## src/rtl/spi_otp_pkg.sv

```systemverilog
package spi_otp_pkg;

  typedef enum logic [2:0] {
    PH_OPC,
    PH_ADR,
    PH_DMY,
    PH_DAT,
    PH_IGN
  } phase_t;

  localparam int unsigned BYTE_W = 8;

endpackage

```

## src/rtl/spi_sck_edges.sv

```systemverilog
module spi_sck_edges (
  input  logic clk,
  input  logic rst_n,
  input  logic sck,
  output logic sck_rise,
  output logic sck_fall
);

  logic sck_q;

  always_ff @(posedge clk or negedge rst_n) begin
    if (!rst_n) sck_q <= 1'b0;
    else        sck_q <= sck;
  end

  assign sck_rise = sck & ~sck_q;
  assign sck_fall = ~sck & sck_q;

endmodule

```

## src/rtl/otp_store.sv

```systemverilog
module otp_store #(
  parameter int unsigned DEPTH = 128,
  parameter int unsigned DW    = 8,
  localparam int unsigned AW   = $clog2(DEPTH)
) (
  input  logic          clk,
  input  logic          we,
  input  logic [AW-1:0] waddr,
  input  logic [DW-1:0] wdata,
  input  logic [AW-1:0] raddr,
  output logic [DW-1:0] rdata
);

  logic [DW-1:0] mem [DEPTH];

  always_ff @(posedge clk) begin
    if (we) mem[waddr] <= wdata;
  end

  assign rdata = mem[raddr];

endmodule

```

## src/rtl/spi_otp_seq.sv

```systemverilog
module spi_otp_seq
  import spi_otp_pkg::*;
#(
  parameter int unsigned AW         = 7,
  parameter int unsigned OPC_BITS   = 8,
  parameter int unsigned ADDR_BITS  = 24,
  parameter int unsigned DUMMY_CLKS = 16,
  parameter logic [OPC_BITS-1:0] RD_OPCODE = 8'h77,
  localparam int unsigned CW = $clog2(OPC_BITS + ADDR_BITS + DUMMY_CLKS)
) (
  input  logic          clk,
  input  logic          rst_n,
  input  logic          cs_n,
  input  logic          sck_rise,
  input  logic          mosi,
  input  logic          byte_take,
  output phase_t        phase,
  output logic [AW-1:0] rd_addr
);

  logic [CW-1:0]       cnt;
  logic [OPC_BITS-2:0] opc_sr;
  logic [AW-1:0]       addr;

  always_ff @(posedge clk or negedge rst_n) begin
    if (!rst_n) begin
      phase  <= PH_OPC;
      cnt    <= '0;
      opc_sr <= '0;
      addr   <= '0;
    end else if (cs_n) begin
      phase <= PH_OPC;
      cnt   <= '0;
    end else begin
      if (byte_take) addr <= addr + 1'b1;
      if (sck_rise) begin
        unique case (phase)
          PH_OPC: begin
            opc_sr <= {opc_sr[OPC_BITS-3:0], mosi};
            if (cnt == CW'(OPC_BITS - 1)) begin
              cnt   <= '0;
              phase <= ({opc_sr, mosi} == RD_OPCODE) ? PH_ADR : PH_IGN;
            end else begin
              cnt <= cnt + 1'b1;
            end
          end
          PH_ADR: begin
            addr <= {addr[AW-2:0], mosi};
            if (cnt == CW'(ADDR_BITS - 1)) begin
              cnt   <= '0;
              phase <= PH_DMY;
            end else begin
              cnt <= cnt + 1'b1;
            end
          end
          PH_DMY: begin
            if (cnt == CW'(DUMMY_CLKS - 1)) begin
              cnt   <= '0;
              phase <= PH_DAT;
            end else begin
              cnt <= cnt + 1'b1;
            end
          end
          default: ;
        endcase
      end
    end
  end

  assign rd_addr = addr;

  // the location after the last byte is the first byte
  a_r6_wrap_seamless: assert property (@(posedge clk) disable iff (!rst_n)
    (byte_take && !cs_n && rd_addr == {AW{1'b1}}) |=> (rd_addr == '0));

  // a fresh chip select always finds the sequencer at the command phase
  a_r8_restart_clean: assert property (@(posedge clk) disable iff (!rst_n)
    $fell(cs_n) |-> (phase == PH_OPC && cnt == '0));

  // the output side only takes bytes once the data phase is reached
  a_r5_take_in_data: assert property (@(posedge clk) disable iff (!rst_n)
    byte_take |-> (phase == PH_DAT));

endmodule

```

## src/rtl/spi_otp_shifter.sv

```systemverilog
module spi_otp_shifter
  import spi_otp_pkg::*;
#(
  parameter int unsigned DW = 8,
  localparam int unsigned BW = $clog2(DW)
) (
  input  logic          clk,
  input  logic          rst_n,
  input  logic          cs_n,
  input  logic          sck_fall,
  input  phase_t        phase,
  input  logic [DW-1:0] rd_data,
  output logic          byte_take,
  output logic          bit_out,
  output logic          loaded
);

  logic [DW-1:0] sr;
  logic [BW-1:0] bcnt;
  logic          step;

  assign step      = !cs_n && sck_fall && (phase == PH_DAT);
  assign byte_take = step && (bcnt == '0);

  always_ff @(posedge clk or negedge rst_n) begin
    if (!rst_n) begin
      sr     <= '0;
      bcnt   <= '0;
      loaded <= 1'b0;
    end else if (cs_n) begin
      bcnt   <= '0;
      loaded <= 1'b0;
    end else if (step) begin
      if (bcnt == '0) begin
        sr     <= rd_data;
        bcnt   <= BW'(DW - 1);
        loaded <= 1'b1;
      end else begin
        sr   <= {sr[DW-2:0], 1'b0};
        bcnt <= bcnt - 1'b1;
      end
    end
  end

  assign bit_out = sr[DW-1];

endmodule

```

## src/rtl/spi_otp_reader.sv

```systemverilog
module spi_otp_reader
  import spi_otp_pkg::*;
#(
  parameter int unsigned MEM_DEPTH  = 128,
  parameter int unsigned OPC_BITS   = 8,
  parameter int unsigned ADDR_BITS  = 24,
  parameter int unsigned DUMMY_CLKS = 16,
  parameter logic [OPC_BITS-1:0] RD_OPCODE = 8'h77,
  localparam int unsigned AW = $clog2(MEM_DEPTH)
) (
  input  logic              clk,
  input  logic              rst_n,
  input  logic              pl_we,
  input  logic [AW-1:0]     pl_addr,
  input  logic [BYTE_W-1:0] pl_data,
  input  logic              cs_n,
  input  logic              sck,
  input  logic              mosi,
  output logic              miso,
  output logic              miso_oe
);

  logic              sck_rise, sck_fall, byte_take, loaded, bit_out;
  phase_t            phase;
  logic [AW-1:0]     rd_addr;
  logic [BYTE_W-1:0] rd_data;

  spi_sck_edges u_edges (
    .clk(clk), .rst_n(rst_n), .sck(sck),
    .sck_rise(sck_rise), .sck_fall(sck_fall)
  );

  spi_otp_seq #(
    .AW(AW), .OPC_BITS(OPC_BITS), .ADDR_BITS(ADDR_BITS),
    .DUMMY_CLKS(DUMMY_CLKS), .RD_OPCODE(RD_OPCODE)
  ) u_seq (
    .clk(clk), .rst_n(rst_n), .cs_n(cs_n), .sck_rise(sck_rise),
    .mosi(mosi), .byte_take(byte_take), .phase(phase), .rd_addr(rd_addr)
  );

  otp_store #(.DEPTH(MEM_DEPTH), .DW(BYTE_W)) u_store (
    .clk(clk), .we(pl_we), .waddr(pl_addr), .wdata(pl_data),
    .raddr(rd_addr), .rdata(rd_data)
  );

  spi_otp_shifter #(.DW(BYTE_W)) u_shift (
    .clk(clk), .rst_n(rst_n), .cs_n(cs_n), .sck_fall(sck_fall),
    .phase(phase), .rd_data(rd_data), .byte_take(byte_take),
    .bit_out(bit_out), .loaded(loaded)
  );

  assign miso_oe = loaded & ~cs_n;
  assign miso    = miso_oe & bit_out;

  // no drive before the data phase
  a_r4_hiz_until_data: assert property (@(posedge clk) disable iff (!rst_n)
    miso_oe |-> (phase == PH_DAT));

  // a rejected command never enables the output
  a_r2_bad_cmd_silent: assert property (@(posedge clk) disable iff (!rst_n)
    (phase == PH_IGN) |-> !miso_oe);

  // release of chip select clears the output state
  a_r7_release_clears: assert property (@(posedge clk) disable iff (!rst_n)
    $rose(cs_n) |=> !loaded);

endmodule

```

## config.mk

```make
export PLATFORM = sky130hd
export DESIGN_NAME = spi_otp_reader
export DESIGN_NICKNAME = d
export VERILOG_FILES = /design/src/rtl/spi_otp_pkg.sv /design/src/rtl/spi_sck_edges.sv /design/src/rtl/otp_store.sv /design/src/rtl/spi_otp_seq.sv /design/src/rtl/spi_otp_shifter.sv /design/src/rtl/spi_otp_reader.sv
export SDC_FILE = /design/constraint.sdc
export NUM_CORES = 1
export LEC_CHECK = 0
export BUFFER_PORTS_ARGS = -buffer_cell sky130_fd_sc_hd__buf_2
export CELL_PAD_IN_SITES_DETAIL_PLACEMENT = 1
export CELL_PAD_IN_SITES_GLOBAL_PLACEMENT = 1
export CORE_UTILIZATION = 55
export DETAILED_ROUTE_END_ITERATION = 6
export GPL_TIMING_DRIVEN = 0
export PLACE_DENSITY_LB_ADDON = 0.05
export REMOVE_ABC_BUFFERS = 1
export SLEW_MARGIN = 20
export SYNTH_ARGS = -nofsm -noshare
export SYNTH_HDL_FRONTEND = slang
export SYNTH_SLANG_ARGS = --single-unit
```

## constraint.sdc

```tcl
create_clock -name clk -period 5.7 [get_ports clk]
set_input_delay 0.855 -clock clk [delete_from_list [all_inputs] [get_ports clk]]
set_output_delay 0.855 -clock clk [all_outputs]
set_load 0.01 [all_outputs]
```

* Word-level counts from Yosys, hierarchy flattened
Memory sizes are Yosys's and may differ from the RTL's.
Index checks and enable logic that the tools add are counted.
** Operators by class
- Add/sub/neg operators :: 3
- Bitwise logic cells :: 7
- Reduce and logical (&&, ||, !) cells :: 15
- Equal/unequal tests :: 10
- Muxes and demuxes :: 25
** Operator list (number)
- $mux W6 :: 5
- $mux W3 :: 9
- $mux W7 :: 3
- $pmux W6 S3 :: 1
- $ne A3 B2 Y1 const B :: 3
- $pmux W3 S3 :: 1
- $eq A8 B7 Y1 const B :: 1
- $mux W8 :: 1
- $add A7 B1 Y7 const B :: 1
- $add A6 B1 Y6 const B :: 1
- $eq A3 B2 Y1 const B :: 2
- $eq A6 B3 Y1 const B :: 1
- $eq A6 B4 Y1 const B :: 1
- $eq A6 B5 Y1 const B :: 1
- $logic_not A3 Y1 :: 2
- $reduce_and A2 Y1 :: 3
- $reduce_bool A2 Y1 :: 3
- $mux W1 :: 5
- $reduce_and A5 Y1 :: 1
- $and A1 B1 Y1 :: 4
- $reduce_bool A4 Y1 :: 1
- $eq A3 B1 Y1 const B :: 1
- $logic_and A1 B1 Y1 :: 3
- $not A1 Y1 :: 3
- other kinds (3) :: 3
** Storage, ports and cells
- Logic and storage cells :: 69
- RAM bits :: 1024
- Memories kept :: 1
- Output and inout port bits :: 2
- Bits of input ports :: 21
- Bits in registers :: 36
** Memories
- u_store.mem :: depth 128, bits a word 8, rd ports 1, clocked after memory_dff 0, wr ports 1, line otp_store.sv:14 : logic [DW-1:0] mem [DEPTH];

* Longest topological paths before layout
- Word-level depth :: 8
- Depth in mapped cells :: 11
- Gate-level depth less buffers :: 8

* Cells and area by module
Synthesis repeated with hierarchy kept, for this count alone.
** Unflattened totals
- Cells, all modules :: 1830
- Area total of the unflattened synthesis :: 41522.3 sq um
** By module, submodules not included
- otp_store :: cells each 1627, seq. area each 30749.5 sq um, times used 1, area an instance 39505.4 sq um
- spi_otp_seq :: cells each 140, seq. area each 575.6 sq um, times used 1, area an instance 1333.8 sq um
- spi_otp_shifter :: cells each 58, seq. area each 300.3 sq um, times used 1, area an instance 628.1 sq um
- spi_sck_edges :: cells each 3, seq. area each 25.0 sq um, times used 1, area an instance 40.0 sq um
- spi_otp_reader :: cells each 2, seq. area each 0.0 sq um, times used 1, area an instance 15.0 sq um

* Least setup slack after synthesis
Ideal clock, no wire load.
- Path kind :: in2reg
- Start :: in cs_n
- End :: reg u_shift.sr[4]
- Required time :: 5.577 ns
- Buffers on the path :: 1
- Cell stages on the path :: 6
- Path slack :: 3.123 ns
- Setup time :: 0.123 ns
- Arrival :: 2.454 ns
- Cell sequence :: or4b_1 > buf_2 > o21ai_0 > o21ai_1 > or4_1 > o221a_1
** On the way
- Word-level cells in the longest chain between the ends :: 4
- Elaborated cells on any way between the ends :: 5
- Those cells by class :: bitwise: 1; reduce/logical: 4
** RTL lines
- start, declared :: line spi_otp_reader.sv:16 : input logic cs_n,
- $logic_not A1 Y1 :: line spi_otp_shifter.sv:22 : assign step = !cs_n && sck_fall && (phase == PH_DAT);
- $logic_and A1 B1 Y1 (2 in series) :: line spi_otp_shifter.sv:22
- $reduce_and A2 Y1 (no line) *
- end signal, assigned :: line spi_otp_shifter.sv:35 : sr <= rd_data;
- end signal, assigned :: line spi_otp_shifter.sv:39 : sr <= {sr[DW-2:0], 1'b0};
- end, declared :: line spi_otp_shifter.sv:18 : logic [DW-1:0] sr;
Mark *: on every way between the ends. The rest lies on a longest branch, timed or not.
A chain may end at the register's enable or synchronous reset.

* Worst setup path in the final report
- Start :: reg u_seq.addr[0], in the netlist u_seq.rd_addr[0]
- End :: reg u_shift.sr[7]
** On the way
- Word-level cells in the longest chain between the ends :: 2
** RTL lines
- start, declared :: line spi_otp_seq.sv:23 : logic [AW-1:0] addr;
- start signal, assigned :: line spi_otp_seq.sv:35 : if (byte_take) addr <= addr + 1'b1;
- start signal, assigned :: line spi_otp_seq.sv:48 : addr <= {addr[AW-2:0], mosi};
- $mem_v2 Z128 W8
- $mux W8 :: line spi_otp_shifter.sv:34 : if (bcnt == '0) begin
No other way between the ends.

==> metrics.md <==
| Metric | Value |
|---|---|
| Setup_tns | `0 ps` |
| Data arrival, critical path | `4780 ps` |
| Non-filler instance count after layout | `3,314` |
| Hold Fails Final Rpt | `0` |
| Reg2Reg Depth | `9` |
| Worst reg2reg startpoint | `u_seq.rd_addr[0]` |
| Min cycle time layout | `4180 ps` |
| Vias per cell | `6.53` |
| Post-CTS Hold Fix Bufs | `0` |
| IO Pins | `23` |
| CTS Buf Count | `105` |
| Worst-margin pin slew | `1150 ps` |
| Avg Synthesized Cell Area | `around 19 sq um` |
| Vias in the first global route | `22,811` |
| Postcts setup bufs | `0` |
| Sequential share of the synthesized area | `0.756` |
| Post-Synthesis Cells | `2,215` |
| ANT nets after route | `0` |
| GR Layer Usage met2 | `0.465` |
| CTS Sinks | `between 1,000 and 1,500` |
| Die width | `278 um` |
| H-tree depth | `3` |
| Worst clock skew | `roughly 15 ps` |
| Hold Crit Class | `primary input to asynchronous set/reset pin` |
| GR Util met3 | `0.0421` |
| Top-count cell post-synth | `edfxtp_1` |
| Synth unique cells | `62` |
| DRT iter0 DRCs | `2,036` |
| Worst setup slack after placement | `1620 ps` |
| Worst setup SP type | `flip-flop` |
| Total GRT Usage | `0.284` |
| EDFF count, synth | `between 1,000 and 1,500` |
| Commonest cells post-synth | `edfxtp_1, mux2i_1, mux4_2` |
| Global-route met1 utilization | `0.389` |
| Post-CTS sizing | `0` |
| Worst reg2reg path endpoint | `u_shift.sr[7]` |
| Synth area leaders | `edfxtp_1, mux4_2, mux2i_1` |
| Setup CP Type | `flip-flop to flip-flop` |
| Worst Path Required | `~6300 ps` |
| Yosys top cell by area | `edfxtp_1` |
| Flop-to-flop setup slack | `1520 ps` |
| Die area | `0.0773 sq mm` |
| 1st-pass router iterations | `7` |
| Routed WL per cell | `32.5 um` |
| PwrDens | `336 mW/mm^2` |
| Largest net degree at the start of global routing | `101` |
| Slew margin rel. | `0.231` |
| Estimated wirelength of the detail-placed design | `67.4 mm` |
| Synth Cell Area | `0.0419 sq mm` |
| Global route overflow | `0` |
| Die height | `roughly 280 um` |
| Outcome | `complete, no violations` |
| Layout cells sized above 1 | `0.190` |
| Core area | `0.0749 sq mm` |
| Period utilization | `0.734` |
| Crit Path Max Fanout | `31` |
| Max-slew violations | `0` |
| Ys flop type | `edfxtp_1` |
| DRT Wirelength | `108 mm` |
| Top achievable clock speed | `239 MHz` |
| DR vias | `between 20,000 and 25,000` |
| Max Cap Viol | `0` |
| GP Congestion | `roughly 0.86` |
| Yosys warnings | `0` |
| Clk root buf | `clkbuf_16` |
| First-pass GRT wire length | `157 mm` |
| Async set or reset register ratio after synthesis | `0.0340` |
| Initial antenna violation count | `0` |
| RSZ-0062 raised after global routing | `no` |
| Initial Utilization | `0.559` |
| Clock buffer depth | `3` |
| Placement Rows | `100` |
| Grt peak-use layer | `met2` |
| Worst Slack Setup Final | `around 1500 ps` |
| Leak pwr | `14.0 nW` |
| DRC Markers | `0` |
| FF+latch count, synth | `1,060` |
| CTS tree | `done` |
| Final setup fails | `0` |
| Placed cell count | `3,115` |
| Synthesis-to-layout area growth | `12.3%` |
| Port buffer count | `22` |
| Pwr Total | `between 15 and 20 mW` |
| Crit. End Element | `flip-flop` |
| Clock slew at reported path FFs | `60 ps` |
| Fin nets | `2,278` |
| Maximum vdd drop | `0.286 mV` |
| Skew-Pair Late Insertion Delay | `670 ps` |
| Top-area cell type share of the netlist area | `0.734` |
-- cell type report --
class	instances	area (sq um)
well taps	969	1210
repair buffers	61	1070
flip-flops and latches	1060	31700
diodes	1	2.50
clock inverters	63	649
inverters	6	22.5
clock buffers	135	2780
fillers	6172	27900
multi-input cells	1019	9640
-- layer usage --
| layer | share of wire | vias to the layer above |
|---|---|---|
| met3 | 0.054 | 199 |
| met2 | 0.49 | 719 |
| met5 | 0 | - |
| met1 | 0.41 | 11595 |
| li1 | - | 9121 |
| met4 | 0.036 | 0 |
-- through the flow --
step	utilization	hold slack (ps)	area, sq um
2_1_floorplan	-	450	41200
3_3_place_gp	0.567	463	42500
3_5_place_dp	0.582	479	43600
4_1_cts	0.628	274	47000
5_1_grt	0.628	331	47000
6_report	0.628	275	47000
-- placed cells by master (no fill, tap or decap), types with 24 or more instances in the layout --
master	instances
clkbuf_16	107
o22ai_1	32
mux2_2	24
nand2_1	65
a22oi_1	61
a21oi_1	73
nor2_1	161
clkbuf_1	28
edfxtp_1	1024
buf_16	25
nand3_1	38
mux4_2	170
dfrtp_1	30
mux2i_1	186
-- registers in the layout, indices dropped and copies added (netlist names) --
name / count
u_seq.cnt: 6
u_shift.sr: 8
u_shift.loaded: 1
u_seq.phase: 3
u_seq.opc_sr: 7
u_seq.rd_addr: 7
u_edges.sck_q: 1
u_store.mem: 1024
u_shift.bcnt: 3
-- report_power, final --
group          internal [mW]  switching [mW]
Combinational         0.0600           0.208
Sequential              8.59          0.0218
Clock                   3.96            2.96
-- critical path, stage by stage (launching register included) --
cell and delay [ps]:
dfrtp_4 690, buf_12 270, buf_16 210, buf_16 230
nand3b_1 730, o221ai_1 540, a211oi_2 70, a311oi_1 880
o41ai_1 230, a21oi_1 180
-- how the worst max path moves through the flow --
| stage | slack, ps | from | cells past startpoint | endpoint |
|---|---|---|---|---|
| 4_1_cts | 1540 | u_seq.rd_addr[0] | 8 | u_shift.sr[4] |
| 3_3_place_gp | -12850 | u_seq.rd_addr[1] | 6 | u_shift.sr[4] |
| 3_5_place_dp | 1620 | u_seq.rd_addr[0] | 8 | u_shift.sr[4] |
| 2_1_floorplan | -4910 | u_seq.rd_addr[1] | 6 | u_shift.sr[0] |
| 6_report | 1520 | u_seq.rd_addr[0] | 9 | u_shift.sr[7] |
| 5_1_grt | 1350 | u_seq.rd_addr[0] | 9 | u_shift.sr[2] |
-- logic make-up (layout without fill, tap and decap cells) --
family | count (synthesis) | after routing | synth area share
compound gates | 277 | 277 | 0.0444
other cells | 0 | 1 | 0
mux | 380 | 380 | 0.142
xor+xnor | 4 | 4 | 0.000837
flops | 1060 | 1060 | 0.756
buf+inv | 136 | 265 | 0.0171
simple gates | 354 | 354 | 0.0384
fa+ha+maj | 4 | 4 | 0.00120
Power figures use the tool's default switching activity.
